==> config.mk <==
export PLATFORM = sky130hd
export DESIGN_NAME = dma_req_unit
export DESIGN_NICKNAME = d
export VERILOG_FILES = /design/src/rtl/dma_hs_pkg.sv /design/src/rtl/dma_hs_ctrl.sv /design/src/rtl/dma_hs_strobe.sv /design/src/rtl/dma_hs_wlatch.sv /design/src/rtl/dma_req_unit.sv
export SDC_FILE = /design/constraint.sdc
export NUM_CORES = 1
export LEC_CHECK = 0
export BUFFER_PORTS_ARGS = -buffer_cell sky130_fd_sc_hd__buf_4
export CAP_MARGIN = 20
export CORE_MARGIN = 8
export CORE_UTILIZATION = 26
export CTS_CLUSTER_SIZE = 8
export DETAILED_ROUTE_END_ITERATION = 12
export SKIP_CTS_REPAIR_TIMING = 1
export SLEW_MARGIN = 20
export SYNTH_ARGS = -nofsm -noshare
export SYNTH_HDL_FRONTEND = slang
export SYNTH_SLANG_ARGS = --single-unit
==> constraint.sdc <==
create_clock -name clk_i -period 3.8 [get_ports clk_i]
set_input_delay 0.38 -clock clk_i [delete_from_list [all_inputs] [get_ports clk_i]]
set_output_delay 0.38 -clock clk_i [all_outputs]
set_load 0.01 [all_outputs]
==> src/rtl/dma_hs_pkg.sv <==
package dma_hs_pkg;
  typedef enum logic [1:0] {
    ST_IDLE  = 2'd0,
    ST_ARMED = 2'd1,
    ST_REQ   = 2'd2,
    ST_XFER  = 2'd3
  } hs_state_e;

  localparam int unsigned STB_RD = 0;
  localparam int unsigned STB_WR = 1;
  localparam int unsigned STB_N  = 2;
endpackage

==> src/rtl/dma_hs_ctrl.sv <==
module dma_hs_ctrl
  import dma_hs_pkg::*;
(
  input  logic clk_i,
  input  logic rst_ni,
  input  logic start_i,
  input  logic avail_i,
  input  logic dack_ni,
  input  logic tc_i,
  input  logic xfer_done_i,
  output logic drq_o,
  output logic in_xfer_o,
  output logic done_o
);
  hs_state_e state_q, state_d;
  logic tc_seen_q, tc_now, tc_end, done_q;

  assign tc_now = tc_i & ~dack_ni;
  assign tc_end = tc_seen_q | tc_now;

  always_comb begin
    state_d = state_q;
    unique case (state_q)
      ST_IDLE:  if (start_i)     state_d = ST_ARMED;
      ST_ARMED: if (avail_i)     state_d = ST_REQ;
      ST_REQ:   if (!dack_ni)    state_d = ST_XFER;
      ST_XFER:  if (xfer_done_i) state_d = tc_end ? ST_IDLE : ST_ARMED;
      default:                   state_d = ST_IDLE;
    endcase
  end

  always_ff @(posedge clk_i or negedge rst_ni) begin
    if (!rst_ni) begin
      state_q   <= ST_IDLE;
      tc_seen_q <= 1'b0;
      done_q    <= 1'b0;
    end else begin
      state_q <= state_d;
      done_q  <= (state_q == ST_XFER) & xfer_done_i & tc_end;
      if (state_q != ST_XFER || xfer_done_i) tc_seen_q <= 1'b0;
      else if (tc_now)                       tc_seen_q <= 1'b1;
    end
  end

  assign drq_o     = (state_q == ST_REQ);
  assign in_xfer_o = (state_q == ST_XFER);
  assign done_o    = done_q;
endmodule

==> src/rtl/dma_hs_strobe.sv <==
module dma_hs_strobe (
  input  logic clk_i,
  input  logic rst_ni,
  input  logic qual_i,
  input  logic strobe_ni,
  output logic active_o,
  output logic release_o
);
  logic low_q;

  assign active_o  = qual_i & ~strobe_ni;
  // completion: qualified low phase last cycle, strobe high now
  assign release_o = low_q & strobe_ni;

  always_ff @(posedge clk_i or negedge rst_ni) begin
    if (!rst_ni) low_q <= 1'b0;
    else         low_q <= active_o;
  end
endmodule

==> src/rtl/dma_hs_wlatch.sv <==
module dma_hs_wlatch #(
  parameter int unsigned DATA_W = 8
) (
  input  logic              clk_i,
  input  logic              rst_ni,
  input  logic              cap_i,
  input  logic [DATA_W-1:0] data_i,
  output logic [DATA_W-1:0] data_o
);
  always_ff @(posedge clk_i or negedge rst_ni) begin
    if (!rst_ni)    data_o <= '0;
    else if (cap_i) data_o <= data_i;
  end
endmodule

==> src/rtl/dma_req_unit.sv <==
module dma_req_unit
  import dma_hs_pkg::*;
#(
  parameter int unsigned DATA_W  = 8,
  parameter int unsigned CHANNEL = 1
) (
  input  logic              clk_i,
  input  logic              rst_ni,
  input  logic              start_i,
  input  logic              avail_i,
  input  logic [DATA_W-1:0] rd_data_i,
  output logic              rd_pop_o,
  output logic [DATA_W-1:0] wr_data_o,
  output logic              wr_push_o,
  output logic              done_o,
  output logic              drq_o,
  input  logic              dack_ni,
  input  logic              tc_i,
  input  logic              aen_i,
  input  logic              ior_ni,
  input  logic              iow_ni,
  input  logic [DATA_W-1:0] bus_data_i,
  output logic [DATA_W-1:0] bus_data_o,
  output logic              bus_oe_o
);
  if (CHANNEL < 1 || CHANNEL > 7) begin : g_bad_channel
    $error("dma_req_unit: channel must be 1..7, channel 0 is refresh");
  end

  logic             in_xfer, qual, xfer_done;
  logic [STB_N-1:0] stb_n, stb_act, stb_rel;
  logic             pop_q, push_q;

  assign qual  = in_xfer & ~dack_ni & aen_i;
  assign stb_n = {iow_ni, ior_ni};

  for (genvar g = 0; g < STB_N; g++) begin : g_stb
    dma_hs_strobe u_stb (
      .clk_i    (clk_i),
      .rst_ni   (rst_ni),
      .qual_i   (qual),
      .strobe_ni(stb_n[g]),
      .active_o (stb_act[g]),
      .release_o(stb_rel[g])
    );
  end

  assign xfer_done = |stb_rel;

  dma_hs_ctrl u_ctrl (
    .clk_i      (clk_i),
    .rst_ni     (rst_ni),
    .start_i    (start_i),
    .avail_i    (avail_i),
    .dack_ni    (dack_ni),
    .tc_i       (tc_i),
    .xfer_done_i(xfer_done),
    .drq_o      (drq_o),
    .in_xfer_o  (in_xfer),
    .done_o     (done_o)
  );

  dma_hs_wlatch #(.DATA_W(DATA_W)) u_wlatch (
    .clk_i (clk_i),
    .rst_ni(rst_ni),
    .cap_i (stb_act[STB_WR]),
    .data_i(bus_data_i),
    .data_o(wr_data_o)
  );

  always_ff @(posedge clk_i or negedge rst_ni) begin
    if (!rst_ni) begin
      pop_q  <= 1'b0;
      push_q <= 1'b0;
    end else begin
      pop_q  <= stb_rel[STB_RD];
      push_q <= stb_rel[STB_WR];
    end
  end

  assign rd_pop_o   = pop_q;
  assign wr_push_o  = push_q;
  assign bus_oe_o   = stb_act[STB_RD];
  assign bus_data_o = rd_data_i;
endmodule

==> flow_metrics.env, run 1 <==
export IMPL_status="completed"
export IMPL_numCtsBuffers=3
export IMPL_gp_congestion=0.7863
export IMPL_synth_cell_types=24
export IMPL_ys_warn_count=0
export IMPL_start_kind="flip-flop"
export IMPL_crit_fanout=6
export IMPL_die_y_um=70.54
export IMPL_vias=496
export IMPL_yosysSeqAreaShare_pct=51.78
export IMPL_hold_viol_final=0
export IMPL_fin_crit_ns=1.882
export IMPL_holdPathStages=2
export IMPL_reg2reg_depth=4
export IMPL_clock_fmax_mhz=531.4
export IMPL_grt_pass1_wl_um=2622
export IMPL_clock_tree_root_cell="clkbuf_4"
export IMPL_cts_buffer_depth=2
export IMPL_antenna_left=0
export IMPL_synth_xor_area_share_pct=0
export IMPL_slew_headroom_pct=78.87
export IMPL_hold_slack_ns=0.2816
export IMPL_grt_max_degree=17
export IMPL_criticalPathCategory="flip-flop to primary output"
export IMPL_r2r_setup_slack_ns=2.14
export IMPL_netlist_area_leader_share_pct=51.78
export IMPL_grt_use_total_pct=6.460
export IMPL_cts_tree="yes"
export IMPL_num_fill_cells=273
export IMPL_core_area_um2=2781
export IMPL_worstSkewPairLatency_ns=0.28
export IMPL_syn_to_final_growth_pct=31.39
export IMPL_r2r_start="u_ctrl.state_q[0]"
export IMPL_place_hpwl_um=1363
export IMPL_synthAdderAreaFrac_pct=6.472
export IMPL_die_area_um2=4975
export IMPL_skew_ns=0.004129
export IMPL_setup_tns_ns=0
export IMPL_synthMuxAreaShare_pct=11.65
export IMPL_p_leak_nw=0.5076
export IMPL_io_buffers=29
export IMPL_place_ws_ns=2.146
export IMPL_drive_gt1_share_pct=54.12
export IMPL_synth_seq_cells=16
export IMPL_synth_area_leaders="dfrtp_1, mux2_2, buf_4, ha_1, a2111oi_4"
export IMPL_synth_simple_area_share_pct=9.709
export IMPL_synth_area_leader_cell="dfrtp_1"
export IMPL_drv_slew=0
export IMPL_drt_pass1_iterations=2
export IMPL_drc_errors=0
export IMPL_synth_compound_area_share_pct=11.17
export IMPL_final_common_cell="buf_4"
export IMPL_setup_viol=0
export IMPL_wl_um=1609
export IMPL_wire_per_inst_um=13.87
export IMPL_grt_pass1_vias=582
export IMPL_min_period_over_period_pct=49.52
export IMPL_final_core_util_pct=36.53
export IMPL_die_w_um=70.54
export IMPL_whs_endpoint="g_stb[0].u_stb.low_q"
export IMPL_syn_num_nets=88
export IMPL_arrival_ns=1.50
export IMPL_clock_sinks=16
export IMPL_post_synth_cell_area_avg_um2=13.11
export IMPL_nets=115
export IMPL_worstPathRequired_ns=3.42
export IMPL_drv_cap=0
export IMPL_hold_path_class="input pin to flip-flop"
export IMPL_irDropWorstVdd_v=0.0004293
export IMPL_start_util_pct=27.80
export IMPL_clk_pin_slew_ns=0.09
export IMPL_row_count=19
export IMPL_grt_ovfl_total=0
export IMPL_power_density_nw_per_um2=644.6
export IMPL_vias_per_cell=4.276
export IMPL_antenna_found_initial=0
export IMPL_min_from="ior_ni"
export IMPL_layout_setup_ws_ns=1.918
export IMPL_rsz0062_at_grt="false"
export IMPL_mostFrequentLayoutCells="buf_4, dfrtp_1, mux2_2, ha_1"
export IMPL_ctsHtreeMaxLevel=1
export IMPL_pin_count=46
export IMPL_drtIter0Drc=1
export IMPL_syn_area_um2=773.2
export IMPL_end_kind="primary output"
export IMPL_netlist_instances=59
export IMPL_tightest_slew_ns=0.3170
export IMPL_antenna_cells=0
export IMPL_r2r_end="u_wlatch.data_o[0]"
export IMPL_synth_top_family_by_area="multiplexers"
## state kept, by name, summed over array words and instances, names as in the netlist
register	count
u_ctrl.done_o	1
g_stb.u_stb.low_q	2
wr_push_o	1
u_wlatch.data_o	8
rd_pop_o	1
u_ctrl.tc_seen_q	1
u_ctrl.state_q	2
## routing by layer
layer | vias to the layer above | share of wire (%) | track usage [%]
met5 | - | 0 | 0
met4 | 0 | 1.3 | 3.939
met3 | 2 | 6.5 | 2.510
met2 | 13 | 51 | 11.07
met1 | 235 | 41 | 6.497
li1 | 246 | - | -
## cells in the mapped netlist, drive strengths merged
cell     count
a22oi        1
nor2b        1
nor2         3
a2111oi      1
nand2        1
o211ai       2
dfrtp       16
nand3        1
buf          8
and2         3
o31ai        1
ha           4
mux2         8
o21ai        2
nand2b       1
and2b        1
nor3         1
inv          3
a21oi        1
## final cells by class
type | instances | area [um2] | share of cell area [%]
Timing Repair Buffer | 30 | 227.7 | 22.41
Tap cell | 31 | 38.79 | 3.818
Clock buffer | 4 | 36.28 | 3.571
Multi-Input combinational cell | 32 | 301.5 | 29.68
Inverter | 3 | 11.26 | 1.108
Sequential cell | 16 | 400.4 | 39.41
## kinds of logic after synthesis
kind of cell               count (synthesis)
DFF                                       16
AOI/OAI and AO/OA                          8
buffers and inverters                     11
and+or+nand+nor                           12
adders and majority gates                  4
muxes                                      8
## stage by stage
stage                     total power [W]  std cells  instance area [um2]
after floorplan                 0.0004415         59                773.2
after global placement          0.0005516        111                969.7
after detailed placement        0.0005572        111                969.7
after CTS                       0.0006697        115                 1006
after global routing            0.0007100        116                 1016
final                           0.0006549        116                 1016
## how the worst max path moves through the flow
| stage | from | endpoint | slack (ns) | cells after the start |
|---|---|---|---|---|
| CTS | u_ctrl.state_q[0] | bus_oe_o | 1.89 | 4 |
| global placement | u_ctrl.state_q[0] | u_wlatch.data_o[7] | 2.21 | 4 |
| global route | u_ctrl.state_q[0] | bus_oe_o | 1.77 | 4 |
| finish | u_ctrl.state_q[0] | bus_oe_o | 1.92 | 4 |
| detailed placement | u_ctrl.state_q[0] | u_wlatch.data_o[4] | 2.15 | 4 |
| floorplan | u_ctrl.state_q[0] | u_ctrl.state_q[0] | 2.29 | 6 |
## power breakdown
| part | total (W) | leakage (nW) | internal [W] | switching [W] |
|---|---|---|---|---|
| registers | 0.000268 | 0.209 | 0.000228 | 0.0000402 |
| logic | 0.000278 | 0.277 | 0.000157 | 0.000120 |
| clock network | 0.000109 | 0.0210 | 0.0000582 | 0.0000505 |
## worst max-delay path: stages, from the launching register on
cell and delay (ns):
dfrtp_1 0.46, ha_1 0.28, nand3_1 0.16, nor2_1 0.16
buf_4 0.15
(Power assumes the default switching activity.)
==> run 2: changes to the inputs <==
--- a/config.mk
+++ b/config.mk
@@ -5,6 +5,7 @@
 export SDC_FILE = /design/constraint.sdc
 export NUM_CORES = 1
 export LEC_CHECK = 0
+export ABC_AREA = 1
 export BUFFER_PORTS_ARGS = -buffer_cell sky130_fd_sc_hd__buf_4
 export CAP_MARGIN = 20
 export CORE_MARGIN = 8
==> constraint.sdc (replaced) <==
create_clock -name clk_i -period 1.71 [get_ports clk_i]
set_input_delay 0.171 -clock clk_i [delete_from_list [all_inputs] [get_ports clk_i]]
set_output_delay 0.171 -clock clk_i [all_outputs]
set_load 0.01 [all_outputs]
==> run 2 against run 1 <==
Combinational power up 99%; sequential cell count unchanged; count of clock-buffer cells in the layout stayed put; first-iteration DRC count rose to 7.0 times the previous value; die area grew 0.62%; clock skew shrank 0.0031 ns; wire length up 2.7%; non-clock buffer count did not move; synthesized cell count grew 51%; global-route usage is 0.77 points higher; total power grew 110%; critical endpoint unchanged; largest cell class unchanged; highest routed layer unchanged.
==> flow_metrics.env, run 2 <==
export IMPL_whs_endpoint="g_stb[0].u_stb.low_q"
export IMPL_r2r_end="u_ctrl.state_q[0]"
export IMPL_wire_per_inst_um=11.16
export IMPL_numCtsBuffers=3
export IMPL_irDropWorstVdd_v=0.0003565
export IMPL_synth_cell_types=14
export IMPL_vias_per_cell=4.068
export IMPL_drc_errors=0
export IMPL_holdPathStages=2
export IMPL_clk_pin_slew_ns=0.10
export IMPL_largest_register="u_wlatch.data_o"
export IMPL_grt_ovfl_total=0
export IMPL_drtIter0Drc=7
export IMPL_netlist_instances=89
export IMPL_rsz0062_at_grt="false"
export IMPL_clock_tree_root_cell="clkbuf_4"
export IMPL_syn_area_um2=779.5
export IMPL_synth_common_cells="nand2_1, dfrtp_1, inv_1"
export IMPL_min_period_over_period_pct=89.39
export IMPL_syn_to_final_growth_pct=32.42
export IMPL_arrival_ns=1.36
export IMPL_yosysSeqAreaShare_pct=51.36
export IMPL_netlist_area_leader_share_pct=51.36
export IMPL_grt_max_degree=17
export IMPL_yosysMostFrequentCell="nand2_1"
export IMPL_start_util_pct=26.40
export IMPL_wl_um=1652
export IMPL_mostFrequentLayoutCells="nand2_1, buf_4, dfrtp_1, inv_1"
export IMPL_final_common_cell="nand2_1"
export IMPL_cts_tree="yes"
export IMPL_post_synth_cell_area_avg_um2=8.758
export IMPL_syn_num_nets=118
export IMPL_die_y_um=70.76
export IMPL_synth_seq_cells=16
export IMPL_hold_viol_final=0
export IMPL_hold_slack_ns=0.04215
export IMPL_criticalPathCategory="flip-flop to primary output"
export IMPL_skew_ns=0.001048
export IMPL_io_buffers=29
export IMPL_drive_gt1_share_pct=33.91
export IMPL_synth_edf_count=0
export IMPL_antenna_left=0
export IMPL_die_area_um2=5006
export IMPL_p_leak_nw=0.6010
export IMPL_start_kind="flip-flop"
export IMPL_gp_congestion=0.7808
export IMPL_ctsHtreeMaxLevel=1
export IMPL_reg2reg_depth=8
export IMPL_setup_viol=0
export IMPL_ys_flop_type="dfrtp_1"
export IMPL_place_ws_ns=0.3756
export IMPL_place_hpwl_um=1320
export IMPL_grt_pass1_wl_um=2898
export IMPL_ys_warn_count=0
export IMPL_pin_count=46
export IMPL_worstSkewPairLatency_ns=0.28
export IMPL_r2r_start="u_ctrl.state_q[0]"
export IMPL_synth_area_leader_cell="dfrtp_1"
export IMPL_row_count=20
export IMPL_grt_pass1_vias=651
export IMPL_grt_use_total_pct=7.231
export IMPL_crit_fanout=5
export IMPL_power_density_nw_per_um2=1323
export IMPL_hold_path_class="input pin to flip-flop"
export IMPL_drv_slew=0
export IMPL_clock_sinks=16
export IMPL_fin_crit_ns=1.529
export IMPL_register_area_um2=400.4
export IMPL_slowest_delay_ns=0.43
export IMPL_die_w_um=70.76
export IMPL_crit_slowest_cell="dfrtp_1"
export IMPL_critical_path_top_delay_family="flip-flops"
export IMPL_clock_fmax_mhz=654.2
export IMPL_nets=145
export IMPL_tightest_slew_ns=0.2153
export IMPL_status="completed"
export IMPL_r2r_setup_slack_ns=0.36
export IMPL_core_area_um2=2953
export IMPL_setup_tns_ns=0
export IMPL_drv_cap=0
export IMPL_num_fill_cells=328
export IMPL_final_core_util_pct=34.96
export IMPL_critical_path_buf_inv_count=1
export IMPL_end_kind="primary output"
export IMPL_layout_setup_ws_ns=0.1813
export IMPL_vias=602
export IMPL_antenna_cells=0
export IMPL_antenna_found_initial=0
export IMPL_multi_input_comb_area_um2=280.3
export IMPL_cp_cell_sequence="ha_2 > nand2_1 > nor3_2 > buf_4"
export IMPL_drt_pass1_iterations=3
export IMPL_slew_headroom_pct=85.59
export IMPL_cts_buffer_depth=2
export IMPL_synth_area_leaders="dfrtp_1, nand2_1, buf_4, ha_1, inv_1"
export IMPL_async_flop_share_pct=100.0
export IMPL_min_from="ior_ni"
export IMPL_largest_register_ffs=8
export IMPL_worstPathRequired_ns=1.54
export IMPL_reg_top3="u_wlatch.data_o (8), g_stb.u_stb.low_q (2), u_ctrl.state_q (2)"
[run 2: cell types whose count changed after synthesis, moves of 2 or more]
cell,delta
inv_1,+6
nand2_1,+38
mux2_1,-2
mux2_2,-6
and2_1,-2
nand3_1,+2
[run 2: metal layers]
| metal | part of all wire (%) | vias to the layer above | routed length (um) | track usage, % |
|---|---|---|---|---|
| li1 | - | 314 | - | - |
| met1 | 45 | 274 | 740 | 7.667 |
| met2 | 48 | 12 | 800 | 12.15 |
| met3 | 5.7 | 2 | 94 | 2.825 |
| met4 | 0.97 | 0 | 16 | 3.695 |
| met5 | 0 | - | 0 | 0 |
[run 2: how the worst max path moves through the flow]
stage | start | cells after the start | end | slack (ns)
after floorplan | u_ctrl.state_q[0] | 8 | u_ctrl.state_q[0] | 0.45
after global placement | u_ctrl.state_q[0] | 4 | bus_oe_o | 0.42
after detailed placement | u_ctrl.state_q[0] | 4 | bus_oe_o | 0.38
after CTS | u_ctrl.state_q[0] | 4 | bus_oe_o | 0.03
after global routing | u_ctrl.state_q[0] | 4 | bus_oe_o | 0.05
final | u_ctrl.state_q[0] | 4 | bus_oe_o | 0.18
[run 2: cells by family after synthesis]
logic type,Yosys count,share of synthesized area (%)
AO/OA/AOI/OAI,3,2.248
flip-flops,16,51.36
adder cells (fa/ha/maj),4,6.421
AND/OR/NAND/NOR,47,26.32
buffers and inverters,19,13.64
[run 2: per-stage QoR]
| stage | power [W] | cells | cell area [um2] |
|---|---|---|---|
| 2_1_floorplan | 0.0008966 | 89 | 779.5 |
| 3_3_place_gp | 0.001102 | 143 | 978.4 |
| 3_5_place_dp | 0.001128 | 143 | 978.4 |
| 4_1_cts | 0.001393 | 147 | 1015 |
| 5_1_grt | 0.001496 | 148 | 1032 |
| 6_report | 0.001365 | 148 | 1032 |
[run 2: layout make-up]
class	instances	share of cell area (%)
Sequential cell	16	38.79
Clock buffer	4	3.515
Timing Repair Buffer	30	22.06
Inverter	11	4.485
Tap cell	33	4.000
Multi-Input combinational cell	54	27.15
[run 2: power by group]
| group | switching, W | leakage [nW] | total [W] | internal, W |
|---|---|---|---|---|
| logic | 0.000288 | 0.370 | 0.000554 | 0.000265 |
| clock network | 0.000122 | 0.0210 | 0.000251 | 0.000130 |
| registers | 0.0000735 | 0.210 | 0.000560 | 0.000487 |
| total | 0.000484 | 0.601 | 0.00137 | 0.000881 |
[run 2: worst reg2reg max path, delay by kind of cell, from the launching register on]
kind	cells	cell delay (ns)
flops	1	0.43
simple gates	6	0.51
buf+inv	1	0.09
fa+ha+maj	1	0.22
==> run 3: changes to the inputs <==
--- a/config.mk
+++ b/config.mk
@@ -5,13 +5,13 @@
 export SDC_FILE = /design/constraint.sdc
 export NUM_CORES = 1
 export LEC_CHECK = 0
-export ABC_AREA = 1
 export BUFFER_PORTS_ARGS = -buffer_cell sky130_fd_sc_hd__buf_4
 export CAP_MARGIN = 20
-export CORE_MARGIN = 8
+export CORE_MARGIN = 2
 export CORE_UTILIZATION = 26
 export CTS_CLUSTER_SIZE = 8
 export DETAILED_ROUTE_END_ITERATION = 12
+export PLACE_DENSITY = 0.54
 export SKIP_CTS_REPAIR_TIMING = 1
 export SLEW_MARGIN = 20
 export SYNTH_ARGS = -nofsm -noshare
==> run 3 against run 2 <==
Critical endpoint is now u_ctrl.state_q[0]; worst hold slack improved by 0.032 ns; fmax decreased by 2.9%; non-clock buffer count increased by 2; sequential power increased by 6.1%; critical path depth is 2 higher; highest routed layer unchanged.
==> flow_metrics.env, run 3 (synthesis results as in run 1) <==
export IMPL_setup_tns_ns=0
export IMPL_crit_fanout=4
export IMPL_gp_congestion=0.8040
export IMPL_grt_max_degree=17
export IMPL_cts_tree="yes"
export IMPL_cp_cell_sequence="inv_1 > ha_1 > and2b_4 > a2111oi_4 > o21ai_2 > o211ai_2"
export IMPL_mostFrequentLayoutCells="buf_4, dfrtp_1, mux2_2, ha_1"
export IMPL_dp_cells=112
export IMPL_r2r_start="u_ctrl.state_q[1]"
export IMPL_r2r_end="u_ctrl.state_q[0]"
export IMPL_largest_register="u_wlatch.data_o"
export IMPL_start_kind="flip-flop"
export IMPL_antenna_found_initial=0
export IMPL_syn_to_final_growth_pct=31.72
export IMPL_wl_um=1349
export IMPL_critical_path_top_delay_family="compound AO/OA/AOI/OAI gates"
export IMPL_antenna_cells=0
export IMPL_irDropWorstVdd_v=0.0007855
export IMPL_rsz0062_at_grt="false"
export IMPL_reg_top3="u_wlatch.data_o (8), g_stb.u_stb.low_q (2), u_ctrl.state_q (2)"
export IMPL_drv_slew=0
export IMPL_grt_ovfl_total=0
export IMPL_nets=117
export IMPL_vias=504
export IMPL_r2r_setup_slack_ns=0.14
export IMPL_vias_per_cell=4.308
export IMPL_drt_pass1_iterations=4
export IMPL_drc_errors=0
export IMPL_crit_slowest_cell="dfrtp_1"
export IMPL_end_kind="flip-flop"
export IMPL_min_from="ior_ni"
export IMPL_numCtsBuffers=3
export IMPL_antenna_left=0
export IMPL_hold_viol_final=0
export IMPL_critical_path_buf_inv_count=1
export IMPL_row_count=19
export IMPL_hold_path_class="input pin to flip-flop"
export IMPL_slew_headroom_pct=77.84
export IMPL_largest_register_ffs=8
export IMPL_start_util_pct=27.80
export IMPL_drive_gt1_share_pct=55.81
export IMPL_final_common_cell="buf_4"
export IMPL_arrival_ns=1.77
export IMPL_holdPathStages=2
export IMPL_drtIter0Drc=7
export IMPL_min_period_over_period_pct=92.06
export IMPL_p_leak_nw=0.5095
export IMPL_tightest_slew_ns=0.3323
export IMPL_ctsHtreeMaxLevel=1
export IMPL_clk_pin_slew_ns=0.08
export IMPL_clock_sinks=16
export IMPL_status="completed"
export IMPL_io_buffers=29
export IMPL_worstPathRequired_ns=1.90
export IMPL_grt_use_total_pct=8.268
export IMPL_reg2reg_depth=6
export IMPL_clock_fmax_mhz=635.2
export IMPL_skew_ns=0.003543
export IMPL_die_w_um=58.54
export IMPL_instances_no_fill=117
export IMPL_grt_pass1_wl_um=2228
export IMPL_fin_crit_ns=1.574
export IMPL_setup_viol=0
export IMPL_clock_tree_root_cell="clkbuf_4"
export IMPL_cts_buffer_depth=2
export IMPL_slowest_delay_ns=0.41
export IMPL_core_area_um2=2781
export IMPL_drv_cap=0
export IMPL_criticalPathCategory="flip-flop to flip-flop"
export IMPL_pin_count=46
export IMPL_final_core_util_pct=36.62
export IMPL_grt_pass1_vias=531
export IMPL_hold_slack_ns=0.07430
export IMPL_die_area_um2=3426
export IMPL_wire_per_inst_um=11.53
export IMPL_worstSkewPairLatency_ns=0.27
export IMPL_die_y_um=58.54
export IMPL_whs_endpoint="g_stb[0].u_stb.low_q"
export IMPL_power_density_nw_per_um2=1398
[run 3: worst register-to-register path, cell delays in order, from the launching register on]
cell and delay (ns):
dfrtp_1 0.41, inv_1 0.10, ha_1 0.19, and2b_4 0.17, a2111oi_4 0.38, o21ai_2 0.11, o211ai_2 0.14
[run 3: how the worst max path moves through the flow]
stage | start | end | slack (ns) | cells after the start
final | u_ctrl.state_q[1] | u_ctrl.state_q[0] | 0.14 | 6
after global routing | u_ctrl.state_q[0] | u_ctrl.state_q[0] | 0.004 | 6
after CTS | u_ctrl.state_q[0] | u_ctrl.state_q[0] | 0.09 | 6
after detailed placement | u_ctrl.state_q[0] | u_ctrl.state_q[0] | 0.11 | 6
after global placement | u_ctrl.state_q[0] | u_ctrl.state_q[0] | 0.16 | 6
after floorplan | u_ctrl.state_q[0] | u_ctrl.state_q[0] | 0.20 | 6
[run 3: layout make-up]
type                       instances  area (um2)
fill                             273        1763
sequential                        16       401.6
multi-input combinational         32       301.5
timing repair buffer              32       242.7
tap                               31       38.79
clock buffer                       3       22.52
inverter                           3       11.26
[run 3: per-layer routing]
layer  GRT usage [%]  part of all wire (%)  vias up
met1           10.10                    40      236
met3           2.857                   7.0        2
met5               0                     0        -
met2           13.80                    52       17
met4           2.326                   1.2        0
li1                -                     -      249
[run 3: stage by stage]
stage	total power [W]	worst slack (ns)	cell area, um2
final	0.001424	0.1358	1018
after global routing	0.001553	0.004087	1018
after CTS	0.001429	0.09371	999.7
after detailed placement	0.001242	0.1080	977.2
after global placement	0.001229	0.1599	977.2
after floorplan	0.0009812	0.2019	773.2
[run 3: power breakdown]
group	internal, W	switching, W	total, W
clock	0.0000814	0.000100	0.000182
combinational	0.000373	0.000275	0.000648
sequential	0.000509	0.0000848	0.000594
total	0.000964	0.000460	0.00142
